## src/rtl/pie_pkg.sv

```systemverilog
package pie_pkg;

    // Write target encoding on the configuration port
    typedef enum logic [1:0] {
        SEL_ENABLE   = 2'd0,
        SEL_MODE     = 2'd1,
        SEL_POLARITY = 2'd2,
        SEL_ACK      = 2'd3
    } wr_sel_e;

    localparam int SEL_W = 2;

endpackage

```

## src/rtl/pie_sync.sv

```systemverilog
// Synchronizer chain plus one history stage for edge comparison.
module pie_sync #(
    parameter int WIDTH  = 8,
    parameter int STAGES = 2
) (
    input  logic             clk_i,
    input  logic             rst_ni,
    input  logic [WIDTH-1:0] raw_i,
    output logic [WIDTH-1:0] cur_o,
    output logic [WIDTH-1:0] prev_o
);

    localparam int LAST = STAGES - 1;

    typedef struct packed {
        logic [STAGES-1:0][WIDTH-1:0] chain;
        logic [WIDTH-1:0]             prev;
    } sync_t;

    sync_t st_d, st_q;

    always_comb begin
        st_d          = st_q;
        st_d.chain[0] = raw_i;
        for (int i = 1; i < STAGES; i++) begin
            st_d.chain[i] = st_q.chain[i-1];
        end
        st_d.prev = st_q.chain[LAST];
    end

    always_ff @(posedge clk_i or negedge rst_ni) begin
        if (!rst_ni) begin
            st_q <= '0;
        end else begin
            st_q <= st_d;
        end
    end

    assign cur_o  = st_q.chain[LAST];
    assign prev_o = st_q.prev;

endmodule

```

## src/rtl/pie_cfg.sv

```systemverilog
// Configuration registers and the one-cycle edge mask after a change.
module pie_cfg
    import pie_pkg::*;
#(
    parameter int NUM_PINS   = 8,
    parameter int NUM_GROUPS = 2
) (
    input  logic                  clk_i,
    input  logic                  rst_ni,
    input  logic                  wr_en_i,
    input  logic [SEL_W-1:0]      wr_sel_i,
    input  logic [NUM_PINS-1:0]   wr_data_i,
    output logic [NUM_PINS-1:0]   en_o,
    output logic [NUM_PINS-1:0]   pol_o,
    output logic [NUM_GROUPS-1:0] mode_o,
    output logic                  mask_o,
    output logic [NUM_GROUPS-1:0] ack_o
);

    typedef struct packed {
        logic [NUM_PINS-1:0]   en;
        logic [NUM_PINS-1:0]   pol;
        logic [NUM_GROUPS-1:0] mode;
        logic                  mask;
    } cfg_t;

    cfg_t    cfg_d, cfg_q;
    wr_sel_e sel;

    always_comb begin
        sel        = wr_sel_e'(wr_sel_i);
        cfg_d      = cfg_q;
        cfg_d.mask = 1'b0;
        ack_o      = '0;
        if (wr_en_i) begin
            case (sel)
                SEL_ENABLE: begin
                    cfg_d.en   = wr_data_i;
                    cfg_d.mask = 1'b1;
                end
                SEL_MODE: begin
                    cfg_d.mode = wr_data_i[NUM_GROUPS-1:0];
                    cfg_d.mask = 1'b1;
                end
                SEL_POLARITY: begin
                    cfg_d.pol  = wr_data_i;
                    cfg_d.mask = 1'b1;
                end
                default: begin
                    ack_o = wr_data_i[NUM_GROUPS-1:0];
                end
            endcase
        end
    end

    always_ff @(posedge clk_i or negedge rst_ni) begin
        if (!rst_ni) begin
            cfg_q <= '0;   // disabled, edge-only, falling/low
        end else begin
            cfg_q <= cfg_d;
        end
    end

    assign en_o   = cfg_q.en;
    assign pol_o  = cfg_q.pol;
    assign mode_o = cfg_q.mode;
    assign mask_o = cfg_q.mask;

endmodule

```

## src/rtl/pie_detect.sv

```systemverilog
// Per-group event detection: edge hit and level hit.
module pie_detect #(
    parameter int PINS = 4
) (
    input  logic [PINS-1:0] cur_i,
    input  logic [PINS-1:0] prev_i,
    input  logic [PINS-1:0] en_i,
    input  logic [PINS-1:0] pol_i,
    input  logic            mode_i,
    input  logic            mask_i,
    output logic            edge_o,
    output logic            level_o
);

    logic [PINS-1:0] act_now;
    logic [PINS-1:0] act_old;
    logic [PINS-1:0] edge_hit;
    logic [PINS-1:0] lvl_hit;

    for (genvar p = 0; p < PINS; p++) begin : g_pin
        // active sense: polarity 1 means high is active
        assign act_now[p]  = ~(cur_i[p] ^ pol_i[p]);
        assign act_old[p]  = ~(prev_i[p] ^ pol_i[p]);
        assign edge_hit[p] = en_i[p] & act_now[p] & ~act_old[p];
        assign lvl_hit[p]  = en_i[p] & act_now[p];
    end

    assign edge_o  = ~mask_i & (|edge_hit);
    assign level_o = mode_i & (|lvl_hit);

endmodule

```

## src/rtl/pin_event_irq.sv

```systemverilog
module pin_event_irq
    import pie_pkg::*;
#(
    parameter int NUM_GROUPS     = 2,
    parameter int PINS_PER_GROUP = 4,
    parameter int SYNC_STAGES    = 2
) (
    input  logic                                 clk_i,
    input  logic                                 rst_ni,
    input  logic [NUM_GROUPS*PINS_PER_GROUP-1:0] pins_i,
    input  logic                                 wr_en_i,
    input  logic [SEL_W-1:0]                     wr_sel_i,
    input  logic [NUM_GROUPS*PINS_PER_GROUP-1:0] wr_data_i,
    output logic [NUM_GROUPS-1:0]                flag_o,
    output logic                                 irq_o
);

    localparam int NUM_PINS = NUM_GROUPS * PINS_PER_GROUP;

    logic [NUM_PINS-1:0]   cur_w, prev_w;
    logic [NUM_PINS-1:0]   en_w, pol_w;
    logic [NUM_GROUPS-1:0] mode_w, ack_w;
    logic                  mask_w;
    logic [NUM_GROUPS-1:0] edge_w, level_w;

    pie_sync #(
        .WIDTH  (NUM_PINS),
        .STAGES (SYNC_STAGES)
    ) u_sync (
        .clk_i  (clk_i),
        .rst_ni (rst_ni),
        .raw_i  (pins_i),
        .cur_o  (cur_w),
        .prev_o (prev_w)
    );

    pie_cfg #(
        .NUM_PINS   (NUM_PINS),
        .NUM_GROUPS (NUM_GROUPS)
    ) u_cfg (
        .clk_i     (clk_i),
        .rst_ni    (rst_ni),
        .wr_en_i   (wr_en_i),
        .wr_sel_i  (wr_sel_i),
        .wr_data_i (wr_data_i),
        .en_o      (en_w),
        .pol_o     (pol_w),
        .mode_o    (mode_w),
        .mask_o    (mask_w),
        .ack_o     (ack_w)
    );

    for (genvar g = 0; g < NUM_GROUPS; g++) begin : g_grp
        pie_detect #(
            .PINS (PINS_PER_GROUP)
        ) u_det (
            .cur_i   (cur_w [g*PINS_PER_GROUP +: PINS_PER_GROUP]),
            .prev_i  (prev_w[g*PINS_PER_GROUP +: PINS_PER_GROUP]),
            .en_i    (en_w  [g*PINS_PER_GROUP +: PINS_PER_GROUP]),
            .pol_i   (pol_w [g*PINS_PER_GROUP +: PINS_PER_GROUP]),
            .mode_i  (mode_w[g]),
            .mask_i  (mask_w),
            .edge_o  (edge_w[g]),
            .level_o (level_w[g])
        );
    end

    typedef struct packed {
        logic [NUM_GROUPS-1:0] flag;
    } flag_t;

    flag_t fl_d, fl_q;

    // acknowledge clears, any new hit in the same cycle wins
    always_comb begin
        fl_d      = fl_q;
        fl_d.flag = (fl_q.flag & ~ack_w) | edge_w | level_w;
    end

    always_ff @(posedge clk_i or negedge rst_ni) begin
        if (!rst_ni) begin
            fl_q <= '0;
        end else begin
            fl_q <= fl_d;
        end
    end

    assign flag_o = fl_q.flag;
    assign irq_o  = |fl_q.flag;

endmodule

```

## config.mk

```make
export PLATFORM = sky130hd
export DESIGN_NAME = pin_event_irq
export DESIGN_NICKNAME = d
export VERILOG_FILES = /design/src/rtl/pie_pkg.sv /design/src/rtl/pie_sync.sv /design/src/rtl/pie_cfg.sv /design/src/rtl/pie_detect.sv /design/src/rtl/pin_event_irq.sv
export SDC_FILE = /design/constraint.sdc
export NUM_CORES = 1
export LEC_CHECK = 0
export BUFFER_PORTS_ARGS = -buffer_cell sky130_fd_sc_hd__buf_2
export CAP_MARGIN = 20
export CORE_MARGIN = 2
export CORE_UTILIZATION = 50
export DETAILED_ROUTE_END_ITERATION = 12
export PLACE_DENSITY = 0.82
export SYNTH_ARGS = -nofsm -noshare
export SYNTH_HDL_FRONTEND = slang
export SYNTH_SLANG_ARGS = --single-unit
export TNS_END_PERCENT = 50
```

## constraint.sdc

```tcl
create_clock -name clk_i -period 1.2 [get_ports clk_i]
set_input_delay 0.18 -clock clk_i [delete_from_list [all_inputs] [get_ports clk_i]]
set_output_delay 0.18 -clock clk_i [all_outputs]
set_load 0.02 [all_outputs]
```

Word level (Yosys, flattened, before mapping)
Index checks and enable logic that the tools add are counted.
{"block": "word_totals", "reg_bits": 45, "inputBits": 21, "output_inout_bits": 3, "elab_cells": 73}
{"block": "classes", "n_eq_ne": 2, "n_mux": 4, "n_bitwise": 49, "n_reduce_logical": 10}
{"operator": "AND 1 bit", "count": 20}
{"operator": "OR reduction 4 bit", "count": 4}
{"operator": "XOR 1 bit", "count": 16}
{"operator": "inverter 1 bit", "count": 9}
{"operator": "AND reduction 2 bit", "count": 3}
{"operator": "2-to-1 mux 2 bit", "count": 2}
{"operator": "bitwise OR 2 bit", "count": 2}
{"operator": "OR reduction 3 bit", "count": 1}
{"operator": "AND 2 bit", "count": 1}
{"operator": "equality test 2 x 1 -> 1 bit, second input constant", "count": 1}
{"operator": "equality test 2 bit, second input constant", "count": 1}
{"operator": "logical NOT 2 bit", "count": 1}
{"operator": "2-to-1 mux 1 bit", "count": 2}
{"operator": "inverter 2 bit", "count": 1}
{"operator": "OR reduction 2 bit", "count": 1}

Depth between registers and ports, before layout
Gate-level depths: netlist (run 1).
{"block": "depth", "depth_word": 8, "ltp_mapped": 4, "ltp_nobuf": 4}

Hierarchy
Synthesis (run 1) repeated with hierarchy kept, for this count alone.
{"block": "unflattened", "cells_unflattened": 124, "hier_area_um2": 1790.5}
{"module": "pie_cfg", "instances": 1, "cells_per_inst": 43, "area_each_um2": 743.2, "seq_area_each_um2": 475.5}
{"module": "pie_sync", "instances": 1, "cells_per_inst": 32, "area_each_um2": 660.6, "seq_area_each_um2": 600.6}
{"module": "pie_detect", "instances": 2, "cells_per_inst": 20, "area_each_um2": 153.9, "seq_area_each_um2": 0.0}
{"module": "pin_event_irq", "instances": 1, "cells_per_inst": 9, "area_each_um2": 78.8, "seq_area_each_um2": 50.0}

Worst setup path after synthesis (run 1)
No wires, ideal clock.
{"block": "synth_path", "path_type": "register to register", "from": "register u_cfg.cfg_q, in the netlist u_cfg.pol_o[2]", "to": "register fl_q, in the netlist flag_o[0]", "setup_time_ns": 0.126, "arrival_time_ns": 1.071, "required_ns": 1.074, "setup_slack_ns": 0.003, "stages_incl_launch_ff": 5, "n_path_buf": 0, "synth_period_minus_slack_ns": 1.197, "path_cell_list": "dfrtp_1 > and3b_1 > o21ai_0 > a41oi_1 > a221o_1"}
{"element": "start, declared", "line_no": "pie_cfg.sv:27", "rtl": "cfg_t cfg_d, cfg_q;"}
{"element": "start signal, assigned", "line_no": "pie_cfg.sv:60", "rtl": "cfg_q <= cfg_d;"}
{"element": "end signal, assigned", "line_no": "pin_event_irq.sv:84", "rtl": "fl_q <= fl_d;"}
{"element": "end, declared", "line_no": "pin_event_irq.sv:72", "rtl": "flag_t fl_d, fl_q;"}

Final worst setup path (run 1)
{"block": "layout_path", "from": "register fl_q, in the netlist flag_o[0]", "to": "output irq_o"}
{"block": "layout_between", "elab_chain_cells": 1}
{"element": "OR reduction 2 bit", "line_no": "pin_event_irq.sv:89", "rtl": "assign irq_o = |fl_q.flag;"}
{"element": "end, declared", "line_no": "pin_event_irq.sv:15", "rtl": "output logic irq_o"}
Every way passes these cells.

==> results.yml, run 1 <==
sta:
  maxSlewViolCount: 0
  skew_ns: 0.01064
  whs_ns: 0.06713
  rsz0062_at_grt: "true"
  maxSlewHeadroom_pct: 81.84
  hold_viol: 0
  clock.fmax_ghz: 0.7477
  final.setup.worst_slack_ns: -0.1374
  fin_crit_sh_pct: 111.5
  finalSetupViolCount: 5
  tns_ns: -0.3049
  worst-slew-pin-transition_ns: 0.2709
  layout_min_cycle_time_ns: 1.337
global_routing:
  antenna_found_initial: 0
  grtUsageMet3_pct: 5.946
  grt_max_degree: 46
  track_usage_pct: 18.81
  met2_usage_pct: 31.05
  grt-ovfl-total: 0
  grtUsageMet1_pct: 21.99
  busiest_layer: "met2"
  grt_pass1_vias: 1228
  grt_pass1_wl_um: 5616
setup_path:
  rrSetupSlack_ns: -0.11
  path_cells: "or2_4, buf_6"
  cp_data_required_time_ns: 1.02
  crit_path_start_kind: "flip-flop"
  crit_type: "flip-flop to output pin"
  cp.arrival_ns: 1.16
  cp_slowest_cell: "dfrtp_1"
  worst_path_largest_cell_delay_ns: 0.42
  path_delay_family: "flip-flops"
  end_kind: "output pin"
  crit_buf_inv: 1
  worstPathMaxFanout: 2
clock_network:
  cts_max_path_buffers: 2
  clk_pin_slew_ns: 0.12
  cts_sinks: 45
  clock-root-buffer: "clkbuf_4"
  clock_latency_ns: 0.35
  cts_buffers: 5
  cts_tree: "yes"
  htree_num_levels: 2
placement:
  dp_slack_ns: -0.1844
  dpl-instance-area_um2: 1916
  io_buffers: 23
  place_inst: 184
  place_hpwl_um: 2113
  place_congestion: 0.7649
logic_synthesis:
  avgSynthCellArea_um2: 15.25
  ys_types: 16
  synth_nets: 133
  synth_top_cell_by_area: "dfrtp_1"
  synthesis.area_um2: 1708
  ys.warnings.count: 0
  synth.area.top_cells: "dfrtp_1 66%, mux2_2 12%, and3b_1 4.1%"
  netlist_instances: 112
  netlist.area_leader.share_pct: 65.93
  ys_ff_latch: 45
  ys_seq_area_share_pct: 65.93
die:
  die_x_um: 62.45
  dieArea_um2: 3899
  core_um2: 3311
  ios: 24
  die_h_um: 62.45
  start_util_pct: 51.59
  rows: 21
power:
  p_leak_nw: 0.9582
  ir_worst_vdd_mv: 1.185
  power_density_nw_per_um2: 1506
  power_mw: 3.298
drt:
  drt_pass1_iterations: 5
  viasPerCell: 5.257
  drt_iter0_drc: 38
  drt-total-wl_um: 3127
  wl_per_cell_um: 15.18
  ant_nets: 0
  vias: 1083
  drc: 0
layout:
  area_growth_pct: 28.21
  finalNonFillerCells: 206
  final_util_pct: 66.14
  finish.instance_area_um2: 2190
  drive_gt1_share_pct: 41.88
  n_antenna_cell: 0
  nets: 180
run_status:
  status: "complete, but fails checks"
  violations: "setup timing"
job:
  max-cap-violations: 0
hold_path:
  hold_path_class: "input pin to flip-flop"
cell usage in the layout (no fill, tap or decap), types with 2 or more instances in the layout:
cell type | Yosys | layout
buf_4 | 0 | 6
buf_6 | 0 | 4
o21ai_2 | 0 | 5
clkbuf_4 | 0 | 5
a221o_1 | 2 | 2
dlygate4sd3_1 | 0 | 9
mux2_2 | 18 | 18
a22oi_1 | 4 | 4
xnor2_1 | 8 | 8
nor3b_2 | 0 | 2
nor3b_1 | 8 | 6
nand4_1 | 2 | 2
nand2_1 | 2 | 2
o21ai_1 | 0 | 3
and3b_1 | 8 | 8
dfrtp_1 | 45 | 45
buf_2 | 0 | 20
registers in the layout, indices dropped and copies added (netlist names):
name / flops
u_sync.prev_o: 8
u_cfg.pol_o: 8
u_cfg.mask_o: 1
u_cfg.mode_o: 2
u_sync.cur_o: 8
u_sync.st_d: 8
flag_o: 2
u_cfg.en_o: 8
cell type report:
class | instances | area [µm²]
sequential | 45 | 1126
timing repair buffer | 40 | 300.3
clock buffer | 7 | 55.05
clock inverter | 1 | 30.03
multi-input combinational | 67 | 620.6
tap | 46 | 57.56
fill | 252 | 1121
layer usage:
layer	share of wire, %	up-vias
li1	-	509
met1	43	539
met2	50	27
met3	4.6	8
met4	2.6	0
met5	0	-
timing repair:
item / CTS / global route
hold buffers: 9 / 0
cloned: 0 / 0
hold endpoints to repair: 53 / 0
pin swaps: 14 / 1
buffers inserted: 5 / 0
endpoints found under the setup margin: 3 / 5
gates resized for setup: 22 / 2
where the power goes:
| group | switching [mW] | internal, mW |
|---|---|---|
| registers | 0.144 | 1.68 |
| logic | 0.209 | 0.316 |
| clock network | 0.450 | 0.498 |
final timing paths:
kind,cells after the start,to,startpoint
worst max-delay path,2,irq_o,flag_o[0]
worst min-delay path,2,u_cfg.pol_o[6],wr_data_i[6]
worst max register to register,4,flag_o[1],u_sync.cur_o[6]
worst min register to register,0,u_sync.cur_o[5],u_sync.st_d[21]
max in group asynchronous,3,u_cfg.pol_o[2],rst_ni
min in group asynchronous,3,u_cfg.pol_o[5],rst_ni
synthesized netlist by cell type:
library cell   n
or2_2          1
a21boi_0       1
mux2_2        18
o21ai_0        8
dfrtp_1       45
a41oi_1        2
nor3b_1        8
xnor2_1        8
a221o_1        2
nand4_1        2
nand3b_2       1
nand2_1        2
nand3b_1       1
a22oi_1        4
nor3b_4        1
and3b_1        8
cell families after synthesis:
family / count (synthesis) / synth area share, %
DFF: 45 / 65.93
muxes: 18 / 11.87
AOI/OAI and AO/OA: 17 / 6.740
xor gates and xnor gates: 8 / 4.103
and+or+nand+nor: 24 / 11.36
No activity file was read; power rests on OpenSTA's default activity.
==> run 2: changes to the inputs <==
PLACE_DENSITY = 0.76   (was 0.82)
==> run 2 against run 1 <==
Against the previous run: the flow still finishes with violations (setup timing); clock skew decreased by 0.0064 ns; routed wire length decreased by 14%; sequential power about the same; flip-flop and latch count unchanged; worst setup slack improved by 0.043 ns; power decreased by 12%; combinational power decreased by 9.1%; count of clock-buffer cells in the layout decreased by 2.
==> results.yml, run 2 (synthesized netlist as in run 1, its figures left out) <==
placement:
  place_congestion: 0.7950
  place_hpwl_um: 1869
  dp_slack_ns: -0.1233
  io_buffers: 23
die:
  core_um2: 3311
  rows: 21
  dieArea_um2: 3899
  ios: 24
  die_h_um: 62.45
  die_x_um: 62.45
  start_util_pct: 51.59
power:
  seq_power_share_pct: 62.5
  p_sw_mw: 0.7191
  power_density_nw_per_um2: 1384
  netSwitchingFraction_pct: 24.79
  p_int_mw: 2.181
  p_clk_share_pct: 21.1
  p_leak_nw: 0.9225
  ir_worst_vdd_mv: 0.6945
  pwr-share-comb_pct: 16.4
  power_mw: 2.901
layout:
  n_antenna_cell: 0
  drive_gt1_share_pct: 35.90
  final_cell_mix: "45 x dfrtp_1, 20 x buf_2, 18 x mux2_2, 9 x dlygate4sd3_1"
  nFillCells: 272
  final_util_pct: 63.30
  nets: 178
  seqCellArea_um2: 1126
  mostFrequentLayoutCell: "dfrtp_1"
  multi_input_area_um2: 584.3
  area_growth_pct: 22.71
setup_path:
  cp_slowest_cell: "dfrtp_1"
  path_cells: "or2_4, buf_6"
  cp_data_required_time_ns: 1.02
  cp.arrival_ns: 1.11
  crit_path_start_kind: "flip-flop"
  crit_buf_inv: 1
  end_kind: "output pin"
  worstPathMaxFanout: 2
  r2r_cells: 4
  worst_path_largest_cell_delay_ns: 0.42
  path_depth: 2
  path_delay_family: "flip-flops"
  crit_type: "flip-flop to output pin"
drt:
  ant_nets: 0
  drt_pass1_iterations: 4
  drc: 0
  wl_per_cell_um: 13.36
  viasPerCell: 5.168
  drt_iter0_drc: 50
  drt-total-wl_um: 2698
  vias: 1044
sta:
  fin_crit_sh_pct: 107.9
  rsz0062_at_grt: "true"
  layout_min_cycle_time_ns: 1.295
  final.setup.worst_slack_ns: -0.09467
  whs_ns: 0.08471
  worst-slew-pin-transition_ns: 0.2731
  finalSetupViolCount: 3
  hold_viol: 0
  clock.fmax_ghz: 0.7724
  skew_ns: 0.004254
  maxSlewHeadroom_pct: 81.69
  maxSlewViolCount: 0
run_status:
  status: "complete, but fails checks"
  violations: "setup timing"
clock_network:
  cts_buffers: 5
  cts_sinks: 45
  clock_latency_ns: 0.33
  clk_pin_slew_ns: 0.11
  cts_tree: "yes"
  clock-root-buffer: "clkbuf_4"
  cts_max_path_buffers: 2
  htree_num_levels: 2
global_routing:
  grt_pass1_wl_um: 4747
  grt-ovfl-total: 0
  antenna_found_initial: 0
  grt_pass1_vias: 1072
  grt_max_degree: 46
  track_usage_pct: 15.93
hold_path:
  holdPathStages: 2
  hold_path_class: "input pin to flip-flop"
job:
  max-cap-violations: 0
[run 2: metal layers]
metal,routed length (µm),vias up,track usage [%]
met4,21,0,5.833
li1,-,503,-
met5,0,-,0
met2,1260,21,25.27
met3,98,2,5.586
met1,1318,518,20.37
[run 2: metrics by stage]
step | TNS, ns | instance area, µm² | cells
3_5_place_dp | -0.2165 | 1923 | 185
5_1_grt | -0.5256 | 2096 | 202
4_1_cts | -0.2351 | 2092 | 202
2_1_floorplan | 0 | 1708 | 112
6_report | -0.2306 | 2096 | 202
3_3_place_gp | -0.2016 | 1923 | 185
[run 2: layout make-up]
| type | count | area share, % |
|---|---|---|
| flip-flops and latches | 45 | 53.73 |
| multi-input cells | 67 | 27.88 |
| repair buffers | 38 | 13.61 |
| well taps | 46 | 2.746 |
| clock buffers | 5 | 1.791 |
| clock inverters | 1 | 0.2388 |
[run 2: worst paths after layout]
check                                startpoint               end  slack, ns
min in group asynchronous                rst_ni    u_cfg.pol_o[5]       0.34
worst min register to register  u_sync.st_d[20]   u_sync.cur_o[4]       0.36
worst max-delay path                  flag_o[1]             irq_o      -0.09
worst max register to register  u_sync.cur_o[6]         flag_o[1]      -0.07
max in group asynchronous                rst_ni  u_sync.prev_o[3]       0.65
worst min-delay path               wr_data_i[2]    u_cfg.pol_o[2]       0.08
[run 2: power groups by stage]
stage	registers [mW]	logic, mW	clock network (mW)
after floorplan	1.82	0.270	0
after CTS	1.81	0.481	0.644
final	1.81	0.477	0.612
after global routing	1.84	0.524	0.724
after global placement	1.83	0.413	0
after detailed placement	1.84	0.425	0
[run 2: what timing repair did]
action	in CTS	in global routing
setup endpoints to repair	3	5
setup buffers	2	0
resized for setup	14	2
pin swaps	10	1
hold endpoints to repair	53	0
hold buffers	9	0
==> run 3: changes to the inputs <==
CORE_UTILIZATION = 59   (was 50)
GPL_ROUTABILITY_DRIVEN = 0   (was default)
PLACE_DENSITY = 0.84   (was 0.76)
clock period = 1.5 ns   (was 1.2 ns; I/O delays follow)
==> run 3 against run 2 <==
Against the previous run: the flow now finishes without violations; hold slack gained 0.017 ns; via count grew 0.77%; non-clock buffer count shrank 5; clock power shrank 10%; highest routed layer unchanged; critical path depth is the same; sequential power shrank 20%; count of clock-buffer cells in the layout grew 1.
==> results.yml, run 3 (synthesized netlist as in run 1, its figures left out) <==
layout:
  area_growth_pct: 17.73
  nets: 173
  drive_gt1_share_pct: 33.99
  mostFrequentLayoutCell: "dfrtp_1"
  nFillCells: 189
  finalNonFillerCells: 184
  finish.instance_area_um2: 2011
  final_cell_mix: "45 x dfrtp_1, 23 x buf_2, 18 x mux2_2, 9 x dlygate4sd3_1"
  n_antenna_cell: 0
clock_network:
  cts_buffers: 5
  clock_latency_ns: 0.36
  cts_max_path_buffers: 2
  cts_sinks: 45
  cts_tree: "yes"
  post_cts_buffers: 0
  htree_num_levels: 2
  clk_pin_slew_ns: 0.13
  clock-root-buffer: "clkbuf_4"
  ctsResizeCount: 0
drt:
  drt_pass1_iterations: 4
  drt-total-wl_um: 2996
  viasPerCell: 5.717
  ant_nets: 0
  vias: 1052
  wl_per_cell_um: 16.28
  drc: 0
  drt_iter0_drc: 14
sta:
  finalSetupViolCount: 0
  clock.fmax_ghz: 0.6934
  rsz0062_at_grt: "false"
  maxSlewViolCount: 0
  fin_crit_sh_pct: 96.14
  maxSlewHeadroom_pct: 64.03
  final.setup.worst_slack_ns: 0.05789
  worst-slew-pin-transition_ns: 0.5396
  skew_ns: 0.006972
  hold_viol: 0
  layout_min_cycle_time_ns: 1.442
  tns_ns: 0
hold_path:
  hold_path_class: "input pin to flip-flop"
die:
  die_h_um: 57.80
  ios: 24
  rows: 19
  dieArea_um2: 3341
  die_x_um: 57.80
  start_util_pct: 61.93
  core_um2: 2758
placement:
  dp_slack_ns: 0.1534
  io_buffers: 23
  place_hpwl_um: 2108
  dpl-instance-area_um2: 1869
  place_inst: 167
setup_path:
  crit_type: "flip-flop to output pin"
  worstPathMaxFanout: 3
  worst_path_largest_cell_delay_ns: 0.42
  path_delay_family: "flip-flops"
  end_kind: "output pin"
  crit_path_start_kind: "flip-flop"
  cp.arrival_ns: 1.22
  cp_slowest_cell: "dfrtp_1"
  path_cells: "or2_2, buf_2"
  crit_buf_inv: 1
  cp_data_required_time_ns: 1.27
global_routing:
  grt-ovfl-total: 0
  grt_pass1_wl_um: 5023
  grt_pass1_vias: 1064
  track_usage_pct: 21.18
  antenna_found_initial: 0
  grt_max_degree: 46
power:
  power_density_nw_per_um2: 1168
  power_mw: 2.348
  p_leak_nw: 0.8855
  ir_worst_vdd_mv: 1.090
run_status:
  status: "finished, final reports clean"
job:
  max-cap-violations: 0
## run 3: cell count changes in the layout (fill, tap and decap cells not counted)
cell      previous run  this run
buf_2               20        23
o21ai_1              8         0
buf_6                4         0
buf_4                4         1
or2_4                1         0
buf_12               1         0
o21ai_0              0         8
clkinv_2             1         2
or2_2                0         1
clkbuf_1             0         1
## run 3: area by class of cell
type                            count  area, µm²  share of cell area (%)
Sequential cell                    45       1126                   56.00
Multi-Input combinational cell     67      581.8                   28.94
Timing Repair Buffer               33      212.7                   10.58
Clock buffer                        6      41.29                   2.054
Tap cell                           31      38.79                   1.929
Clock inverter                      2      10.01                  0.4978
## run 3: metal layers
layer / vias to the layer above / wire [µm] / GRT usage (%)
met5: - / 0 / 0
met4: 0 / 50 / 9.302
met3: 6 / 135 / 8.259
met2: 21 / 1485 / 31.49
met1: 527 / 1324 / 27.97
li1: 498 / - / -
## run 3: worst paths after layout
check,from,endpoint,slack [ns],cells after the start
worst max-delay path,flag_o[1],irq_o,0.06,2
worst min-delay path,wr_data_i[2],u_cfg.en_o[2],0.10,2
worst max register to register,u_sync.cur_o[1],flag_o[0],0.15,4
worst min register to register,u_sync.st_d[19],u_sync.cur_o[3],0.36,0
max in group asynchronous,rst_ni,u_cfg.pol_o[2],0.67,3
min in group asynchronous,rst_ni,u_cfg.mode_o[1],0.46,3
## run 3: timing repair
| action | in CTS | in global routing |
|---|---|---|
| hold buffers | 9 | 0 |
| setup endpoints to repair | 0 | 0 |
| endpoints found under the hold margin | 53 | 0 |
## run 3: metrics by stage
| step | hold WS (ns) | util [%] |
|---|---|---|
| floorplan | -0.07059 | - |
| global placement | 0.3216 | 67.79 |
| detailed placement | 0.3300 | 67.79 |
| CTS | 0.08688 | 72.91 |
| global route | 0.08565 | 72.91 |
| finish | 0.1018 | 72.91 |
## run 3: where the power goes
group	switching, mW	internal (mW)	leakage, nW
clock network	0.372	0.179	0.0320
registers	0.107	1.35	0.523
logic	0.141	0.203	0.330
